===== src/rtl/rtc_wsync_pkg.sv =====
package rtc_wsync_pkg;
  localparam int ADDR_W   = 3;
  localparam int STAT_W   = 16;
  localparam int DONE_BIT = 15;
  localparam int PEND_BIT = 14;

  typedef enum logic [ADDR_W-1:0] {
    A_TIME     = 3'd0,
    A_ALARM    = 3'd1,
    A_SWATCH   = 3'd2,
    A_IRQEN    = 3'd3,
    A_PRESCALE = 3'd4,
    A_STATUS   = 3'd5
  } reg_addr_e;

  function automatic logic is_sync(input logic [ADDR_W-1:0] a);
    return a <= A_PRESCALE;
  endfunction
endpackage


===== src/rtl/rtc_commit_tick.sv =====
module rtc_commit_tick #(
  parameter int DIV = 32768
) (
  input  logic clk,
  input  logic rst_n,
  input  logic tick_in,
  input  logic pre_en,
  output logic commit_o
);
  localparam int CNT_W = (DIV > 2) ? $clog2(DIV) : 1;

  logic [CNT_W-1:0] cnt_q, cnt_d;
  logic             wrap;

  assign wrap     = (cnt_q == CNT_W'(DIV - 1));
  assign commit_o = tick_in & (~pre_en | wrap);

  always_comb begin
    cnt_d = cnt_q;
    if (!pre_en)      cnt_d = '0;
    else if (tick_in) cnt_d = wrap ? '0 : cnt_q + 1'b1;
  end

  always_ff @(posedge clk or negedge rst_n) begin
    if (!rst_n) cnt_q <= '0;
    else        cnt_q <= cnt_d;
  end
endmodule


===== src/rtl/rtc_write_slot.sv =====
module rtc_write_slot
  import rtc_wsync_pkg::*;
#(
  parameter int DATA_W = 32
) (
  input  logic              clk,
  input  logic              rst_n,
  input  logic              wr_en,
  input  logic [ADDR_W-1:0] wr_addr,
  input  logic [DATA_W-1:0] wr_data,
  input  logic              commit,
  output logic              pend_o,
  output logic              apply_o,
  output logic [ADDR_W-1:0] slot_addr_o,
  output logic [DATA_W-1:0] slot_data_o
);
  logic              pend_q, pend_d;
  logic              capture;
  logic [ADDR_W-1:0] addr_q;
  logic [DATA_W-1:0] data_q;

  assign capture = wr_en & is_sync(wr_addr) & ~pend_q;
  assign apply_o = pend_q & commit;

  always_comb begin
    pend_d = pend_q;
    if (capture)      pend_d = 1'b1;
    else if (apply_o) pend_d = 1'b0;
  end

  always_ff @(posedge clk or negedge rst_n) begin
    if (!rst_n) pend_q <= 1'b0;
    else        pend_q <= pend_d;
  end

  always_ff @(posedge clk or negedge rst_n) begin
    if (!rst_n) begin
      addr_q <= '0;
      data_q <= '0;
    end else if (capture) begin
      addr_q <= wr_addr;
      data_q <= wr_data;
    end
  end

  assign pend_o      = pend_q;
  assign slot_addr_o = addr_q;
  assign slot_data_o = data_q;
endmodule


===== src/rtl/rtc_commit_regs.sv =====
module rtc_commit_regs
  import rtc_wsync_pkg::*;
#(
  parameter int DATA_W = 32
) (
  input  logic              clk,
  input  logic              rst_n,
  input  logic              apply,
  input  logic [ADDR_W-1:0] slot_addr,
  input  logic [DATA_W-1:0] slot_data,
  input  logic              done_clr,
  output logic [DATA_W-1:0] time_o,
  output logic [DATA_W-1:0] alarm_o,
  output logic [DATA_W-1:0] swatch_o,
  output logic [STAT_W-1:0] irqen_o,
  output logic              prescale_o,
  output logic              done_o
);
  logic [DATA_W-1:0] time_q, alarm_q, swatch_q;
  logic [DATA_W-1:0] time_d, alarm_d, swatch_d;
  logic [STAT_W-1:0] irqen_q, irqen_d;
  logic              pre_q, pre_d, done_q, done_d;

  always_comb begin
    time_d   = time_q;
    alarm_d  = alarm_q;
    swatch_d = swatch_q;
    irqen_d  = irqen_q;
    pre_d    = pre_q;
    if (apply) begin
      case (slot_addr)
        A_TIME:     time_d   = slot_data;
        A_ALARM:    alarm_d  = slot_data;
        A_SWATCH:   swatch_d = slot_data;
        A_IRQEN:    irqen_d  = slot_data[STAT_W-1:0];
        A_PRESCALE: pre_d    = slot_data[0];
        default:    ;
      endcase
    end
    done_d = done_q;
    if (apply)         done_d = 1'b1;
    else if (done_clr) done_d = 1'b0;
  end

  always_ff @(posedge clk or negedge rst_n) begin
    if (!rst_n) begin
      time_q   <= '0;
      alarm_q  <= '0;
      swatch_q <= '0;
      irqen_q  <= '0;
      pre_q    <= 1'b1;
      done_q   <= 1'b0;
    end else begin
      time_q   <= time_d;
      alarm_q  <= alarm_d;
      swatch_q <= swatch_d;
      irqen_q  <= irqen_d;
      pre_q    <= pre_d;
      done_q   <= done_d;
    end
  end

  assign time_o     = time_q;
  assign alarm_o    = alarm_q;
  assign swatch_o   = swatch_q;
  assign irqen_o    = irqen_q;
  assign prescale_o = pre_q;
  assign done_o     = done_q;
endmodule


===== src/rtl/rtc_wsync_top.sv =====
module rtc_wsync_top
  import rtc_wsync_pkg::*;
#(
  parameter int DATA_W = 32,
  parameter int DIV    = 32768
) (
  input  logic              clk,
  input  logic              rst_n,
  input  logic              wr_en,
  input  logic [2:0]        wr_addr,
  input  logic [DATA_W-1:0] wr_data,
  input  logic              tick_in,
  output logic [DATA_W-1:0] time_o,
  output logic [DATA_W-1:0] alarm_o,
  output logic [DATA_W-1:0] swatch_o,
  output logic [15:0]       irqen_o,
  output logic              prescale_o,
  output logic [15:0]       stat_o,
  output logic              irq_o
);
  logic              commit, pend, apply, done, done_clr;
  logic [ADDR_W-1:0] slot_addr;
  logic [DATA_W-1:0] slot_data;

  assign done_clr = wr_en & (wr_addr == A_STATUS) & wr_data[DONE_BIT];

  rtc_commit_tick #(.DIV(DIV)) i_tick (
    .clk(clk), .rst_n(rst_n), .tick_in(tick_in),
    .pre_en(prescale_o), .commit_o(commit)
  );

  rtc_write_slot #(.DATA_W(DATA_W)) i_slot (
    .clk(clk), .rst_n(rst_n), .wr_en(wr_en), .wr_addr(wr_addr),
    .wr_data(wr_data), .commit(commit), .pend_o(pend), .apply_o(apply),
    .slot_addr_o(slot_addr), .slot_data_o(slot_data)
  );

  rtc_commit_regs #(.DATA_W(DATA_W)) i_regs (
    .clk(clk), .rst_n(rst_n), .apply(apply), .slot_addr(slot_addr),
    .slot_data(slot_data), .done_clr(done_clr), .time_o(time_o),
    .alarm_o(alarm_o), .swatch_o(swatch_o), .irqen_o(irqen_o),
    .prescale_o(prescale_o), .done_o(done)
  );

  always_comb begin
    stat_o           = '0;
    stat_o[DONE_BIT] = done;
    stat_o[PEND_BIT] = pend;
  end

  assign irq_o = done & irqen_o[DONE_BIT];
endmodule


===== config.mk =====
export PLATFORM = sky130hd
export DESIGN_NAME = rtc_wsync_top
export DESIGN_NICKNAME = d
export VERILOG_FILES = /design/src/rtl/rtc_wsync_pkg.sv /design/src/rtl/rtc_commit_tick.sv /design/src/rtl/rtc_write_slot.sv /design/src/rtl/rtc_commit_regs.sv /design/src/rtl/rtc_wsync_top.sv
export SDC_FILE = /design/constraint.sdc
export NUM_CORES = 1
export LEC_CHECK = 0
export ABC_AREA = 0
export BUFFER_PORTS_ARGS = -buffer_cell sky130_fd_sc_hd__buf_2
export CAP_MARGIN = 20
export CELL_PAD_IN_SITES_DETAIL_PLACEMENT = 1
export CELL_PAD_IN_SITES_GLOBAL_PLACEMENT = 2
export CORE_MARGIN = 3
export CORE_UTILIZATION = 39
export DETAILED_ROUTE_END_ITERATION = 10
export MAX_ROUTING_LAYER = met4
export PLACE_DENSITY = 0.89
export REMOVE_ABC_BUFFERS = 1
export SYNTH_ARGS = -nofsm -noshare
export SYNTH_HDL_FRONTEND = slang
export SYNTH_SLANG_ARGS = --single-unit

===== constraint.sdc =====
create_clock -name clk -period 7 [get_ports clk]
set_input_delay 1.05 -clock clk [delete_from_list [all_inputs] [get_ports clk]]
set_output_delay 1.05 -clock clk [all_outputs]
set_load 0.02 [all_outputs]

## Word level (Yosys, flattened, before mapping)

Cells that the tools add are included.

- Register bits: 165
- Bits of input ports: 39
- Output and inout port bits: 130
- Logic and storage cells: 44

- $add $sub $neg: 1
- Magnitude comparators: 1
- Eq/ne operators: 7
- Multiplexer cells: 7
- Bitwise logic cells: 10
- Reduce and logical (&&, ||, !) cells: 8

Operator list:

| cell | number |
|---|---|
| $mux W15 | 3 |
| $add A15 B1 Y15 const B | 1 |
| $eq A15 B15 Y1 const B | 1 |
| $reduce_and A2 Y1 | 5 |
| $and A1 B1 Y1 | 7 |
| $eq A3 B2 Y1 const B | 2 |
| $eq A3 B3 Y1 const B | 2 |
| $mux W1 | 4 |
| $reduce_bool A2 Y1 | 2 |
| $eq A3 B1 Y1 const B | 1 |
| $le A3 B3 Y1 const B | 1 |
| $logic_not A3 Y1 | 1 |
| $ne A2 B2 Y1 const B | 1 |
| $not A1 Y1 | 2 |
| $or A1 B1 Y1 | 1 |

## Longest topological paths before layout

- Word-level depth: 6
- Mapped depth: 7
- Depth with buffers taken out: 5

## Modules after synthesis

From an unflattened synthesis, not the netlist that was laid out.

- Cell total of the unflattened synthesis: 441
- Area, all modules: 7074.3 sq um

By module, submodules not included:

| module | times used | cells an instance | area an instance (sq um) | seq. area each (sq um) |
|---|---|---|---|---|
| rtc_commit_regs | 1 | 246 | 4623.2 | 2854.0 |
| rtc_write_slot | 1 | 87 | 1500.2 | 900.9 |
| rtc_commit_tick | 1 | 87 | 805.8 | 375.4 |
| rtc_wsync_top | 1 | 21 | 145.1 | 0.0 |

## Worst setup path before layout

OpenSTA, ideal clock, no wires.

- Path kind: input to register
- Start point: input wr_addr[0]
- End point: register i_slot.data_q[10] (netlist: i_slot.slot_data_o[10])
- Setup time: 0.125 ns
- Arrival time: 2.203 ns
- Data required time: 6.875 ns
- Path slack: 4.672 ns
- Cell stages on the path: 5
- Buffers on the path: 2
- Path through: o21ai_0 > nand3b_1 > clkbuf_1 > buf_1 > mux2_2

- Word-level cells in the longest chain between the ends: 3

RTL lines:

| item | RTL line | text |
|---|---|---|
| start: declaration | rtc_wsync_top.sv:10 | `input logic [2:0] wr_addr,` |
| $le A3 B3 Y1 | rtc_wsync_pkg.sv:17 | `return a <= A_PRESCALE;` |
| $and A1 B1 Y1 (2 in a row) | rtc_write_slot.sv:22 | `assign capture = wr_en & is_sync(wr_addr) & ~pend_q;` |
| end signal: assignment | rtc_write_slot.sv:42 | `data_q <= wr_data;` |
| end: declaration | rtc_write_slot.sv:20 | `logic [DATA_W-1:0] data_q;` |

No other way between the ends.
A chain may end at the register's enable or synchronous reset.

## Final worst setup path

- Start point: register i_tick.cnt_q[0]
- End point: register i_regs.time_q[11] (netlist: i_regs.time_o[11])

- Word-level cells in the longest chain between the ends: 5

RTL lines:

| item | RTL line | text |
|---|---|---|
| start: declaration | rtc_commit_tick.sv:12 | `logic [CNT_W-1:0] cnt_q, cnt_d;` |
| start signal: assignment | rtc_commit_tick.sv:26 | `else cnt_q <= cnt_d;` |
| $eq A15 B15 Y1 | rtc_commit_tick.sv:15 | `assign wrap = (cnt_q == CNT_W'(DIV - 1));` |
| $or A1 B1 Y1 | rtc_commit_tick.sv:16 | `assign commit_o = tick_in & (~pre_en \| wrap);` |
| $and A1 B1 Y1 | rtc_commit_tick.sv:16 |  |
| $and A1 B1 Y1 | rtc_write_slot.sv:23 | `assign apply_o = pend_q & commit;` |
| $reduce_and A2 Y1 (no source line) | -- |  |
| end signal: assignment | rtc_commit_regs.sv:54 | `time_q <= time_d;` |
| end: declaration | rtc_commit_regs.sv:19 | `logic [DATA_W-1:0] time_q, alarm_q, swatch_q;` |

No other way between the ends.

==> metrics <==
CP max FO=17; Setup Fix Bufs, Post-CTS=0; most common cell after layout, fill and taps aside=dfrtp_1; post-detail-place hpwl=10,900 um; fin. max-slew vios=0; Switching Fraction=25.6%; Max Cap Viol=0; CTS tree=done; Peak VDD IR=0.159 mV; crit end category=flop; unrepaired setup endpoints after global routing=false; drt drc=0; DRT iter0 DRCs=169; vias in the first global route=approximately 4,600; GR Util All Layers=19.0%; synthesis-to-layout area growth=23.6%; fin nets=630; Critical Path Start Type=flop; via/cell ratio=4.96; io pins=roughly 170; Detailed Route WL=16,400 um; crit path kind=reg2reg; top cells by area, synth=dfrtp_1, mux2_2, buf_4; # fillers=1,641; Core Util, Final=50.1%; Slew headroom=31.7%; Clock transition at path regs=around 0.060 ns; maximum clock frequency=0.305 GHz; top cell type's share of synthesized area=about 63%; Die Ht=136 um; cell-internal power=1730 uW; DIE AREA=roughly 0.018 mm2; LEAKAGE=0.00439 uW; Yosys warning count=0; HP Class=reg2reg; register area share after synthesis=a little over three fifths; post-route minimum period=~3.3 ns; Final Setup Violations=0; CTS resizes=0; first-pass detailed-route iteration total=4; via count=4,070; PwrDens=288 mW/mm2; syn_area_per_cell=15.2 um2; Synth Flop Type=dfrtp_1; combinational share of power=8.2%; FF/Latch Area=around 0.0041 mm2; fin crit share=about 47%; CTS Buffer Depth=2; WL met1=6750 um; Synth area leader=dfrtp_1; Initial Util=40.5%; Synth Register Bits=165; Post-synth ARST share=100%; share of post-route cells with drive strength above 1=a little under three fifths; number of synthesized flops with an enable pin=0; area of the multi-input gates=0.00226 mm2; H-Tree Depth=4; status=finished, final reports clean; WL met3=1200 um; Register-to-Register Path Depth=6; Clk pwr share=39.7%; initial antenna violation count=2; antenna-violating nets left=0; Mapped Area=0.00655 mm2; Gate Count Post-Synth=430; Critical Path RT=7.30 ns; sequential power share=52.2%; row count=46; setup_tns=0 ns; DR WL/cell=19.9 um; DR top layer=met4; hold path cells=1; clock skew=0.0135 ns; GPL Wtd Cong=0.768; Num CTS Buffers=17; Unique masters post-synth=39; Critical Path AT=3.58 ns; root buf cell=clkbuf_16; core box area=approximately 0.016 mm2; Die W=around 140 um; # hold bufs at CTS=0; largest net degree at the start of global routing=99; met2 wire length=8220 um; Clk Latency, worst-skew pair=0.42 ns; most frequent cells in the layout=dfrtp_1, buf_2, mux2_2, clkbuf_16, conb_1; clock sinks=165; first-pass GRT wire length=25,900 um; Remaining Overflow, GRT=0; hold violation count in the final report=0; Worst Tran Pin Value=between 1 and 1.5 ns; NetSw=596 uW; PortBufs=154
Yosys cell counts (all sizes together) (5+ instances only):
| cell type | number |
|---|---|
| nand3 | 5 |
| nor2 | 13 |
| mux2 | 147 |
| a21oi | 5 |
| nand4 | 9 |
| nand2 | 8 |
| o21ai | 6 |
| xor2 | 8 |
| dfrtp | 164 |
| buf | 30 |
per-layer routing:
metal | vias up | global-route usage (%)
met5 | - | -
met2 | 119 | 30.0
met1 | 2106 | 23.0
li1 | 1830 | -
met4 | 0 | 5.60
met3 | 15 | 6.95
logic make-up (layout without fill, tap and decap cells):
group                      count (synthesis)  count (layout)  share of synthesized area, %
AOI/OAI and AO/OA                         15              15                          1.49
xor gates and xnor gates                  11              11                          1.47
adders and majority gates                  1               1                         0.191
buffers and inverters                     33             193                          3.34
DFF                                      165             165                          63.0
muxes                                    147             147                          25.3
other                                      1              16                        0.0572
and+or+nand+nor                           57              57                          5.16
worst paths after layout:
check,slack (ns),end,start
worst max-delay path,3.72,i_regs.time_o[11],i_tick.cnt_q[0]
worst max register to register,3.72,i_regs.time_o[11],i_tick.cnt_q[0]
worst min register to register,0.48,i_regs.time_o[10],i_regs.time_o[10]
worst min-delay path,0.48,i_regs.time_o[10],i_regs.time_o[10]
max in group asynchronous,4.87,i_slot.slot_addr_o[1],rst_n
min in group asynchronous,0.74,i_regs.alarm_o[3],rst_n
stage by stage:
step	setup WS [ns]	total power [uW]	cells	area (um2)	hold WS (ns)
6_report	3.72	2330	821	8100	0.484
5_1_grt	3.54	2450	821	8100	0.509
4_1_cts	3.71	2360	819	8090	0.488
3_5_place_dp	3.49	1420	787	7500	0.473
3_3_place_gp	3.63	1390	786	7470	0.467
2_1_floorplan	4.22	1320	412	6390	0.496
sequential cells by signal, summed over array words and instances (netlist names), 3 cells and up:
signal and flops:
i_regs.alarm_o 32, i_regs.swatch_o 32, i_regs.time_o 32, i_slot.slot_data_o 32
i_regs.irqen_o 16, i_tick.cnt_q 15, i_slot.slot_addr_o 3
worst max-delay path, stage by stage, from the launching register on:
cell and delay, ns:
dfrtp_1 0.46, ha_1 0.27, nand4_2 0.24, o41a_1 0.54, nor3b_4 0.85, buf_4 0.42
mux2_2 0.39
power by group through the flow:
| stage | sequential, uW | clock (uW) | combinational [uW] |
|---|---|---|---|
| after floorplan | 1180 | 0 | 139 |
| after global placement | 1210 | 0 | 181 |
| after detailed placement | 1230 | 0 | 192 |
| after CTS | 1220 | 951 | 195 |
| after global routing | 1240 | 990 | 215 |
| final | 1220 | 924 | 191 |
layout make-up:
type | instances | area share [%]
diodes | 2 | 0.0618
clock buffers | 20 | 5.76
clock inverters | 12 | 1.56
inverters | 2 | 0.0927
multi-input cells | 245 | 27.9
flip-flops and latches | 165 | 51.0
well taps | 216 | 3.34
repair buffers | 159 | 10.3
Power figures use the tool's default switching activity.
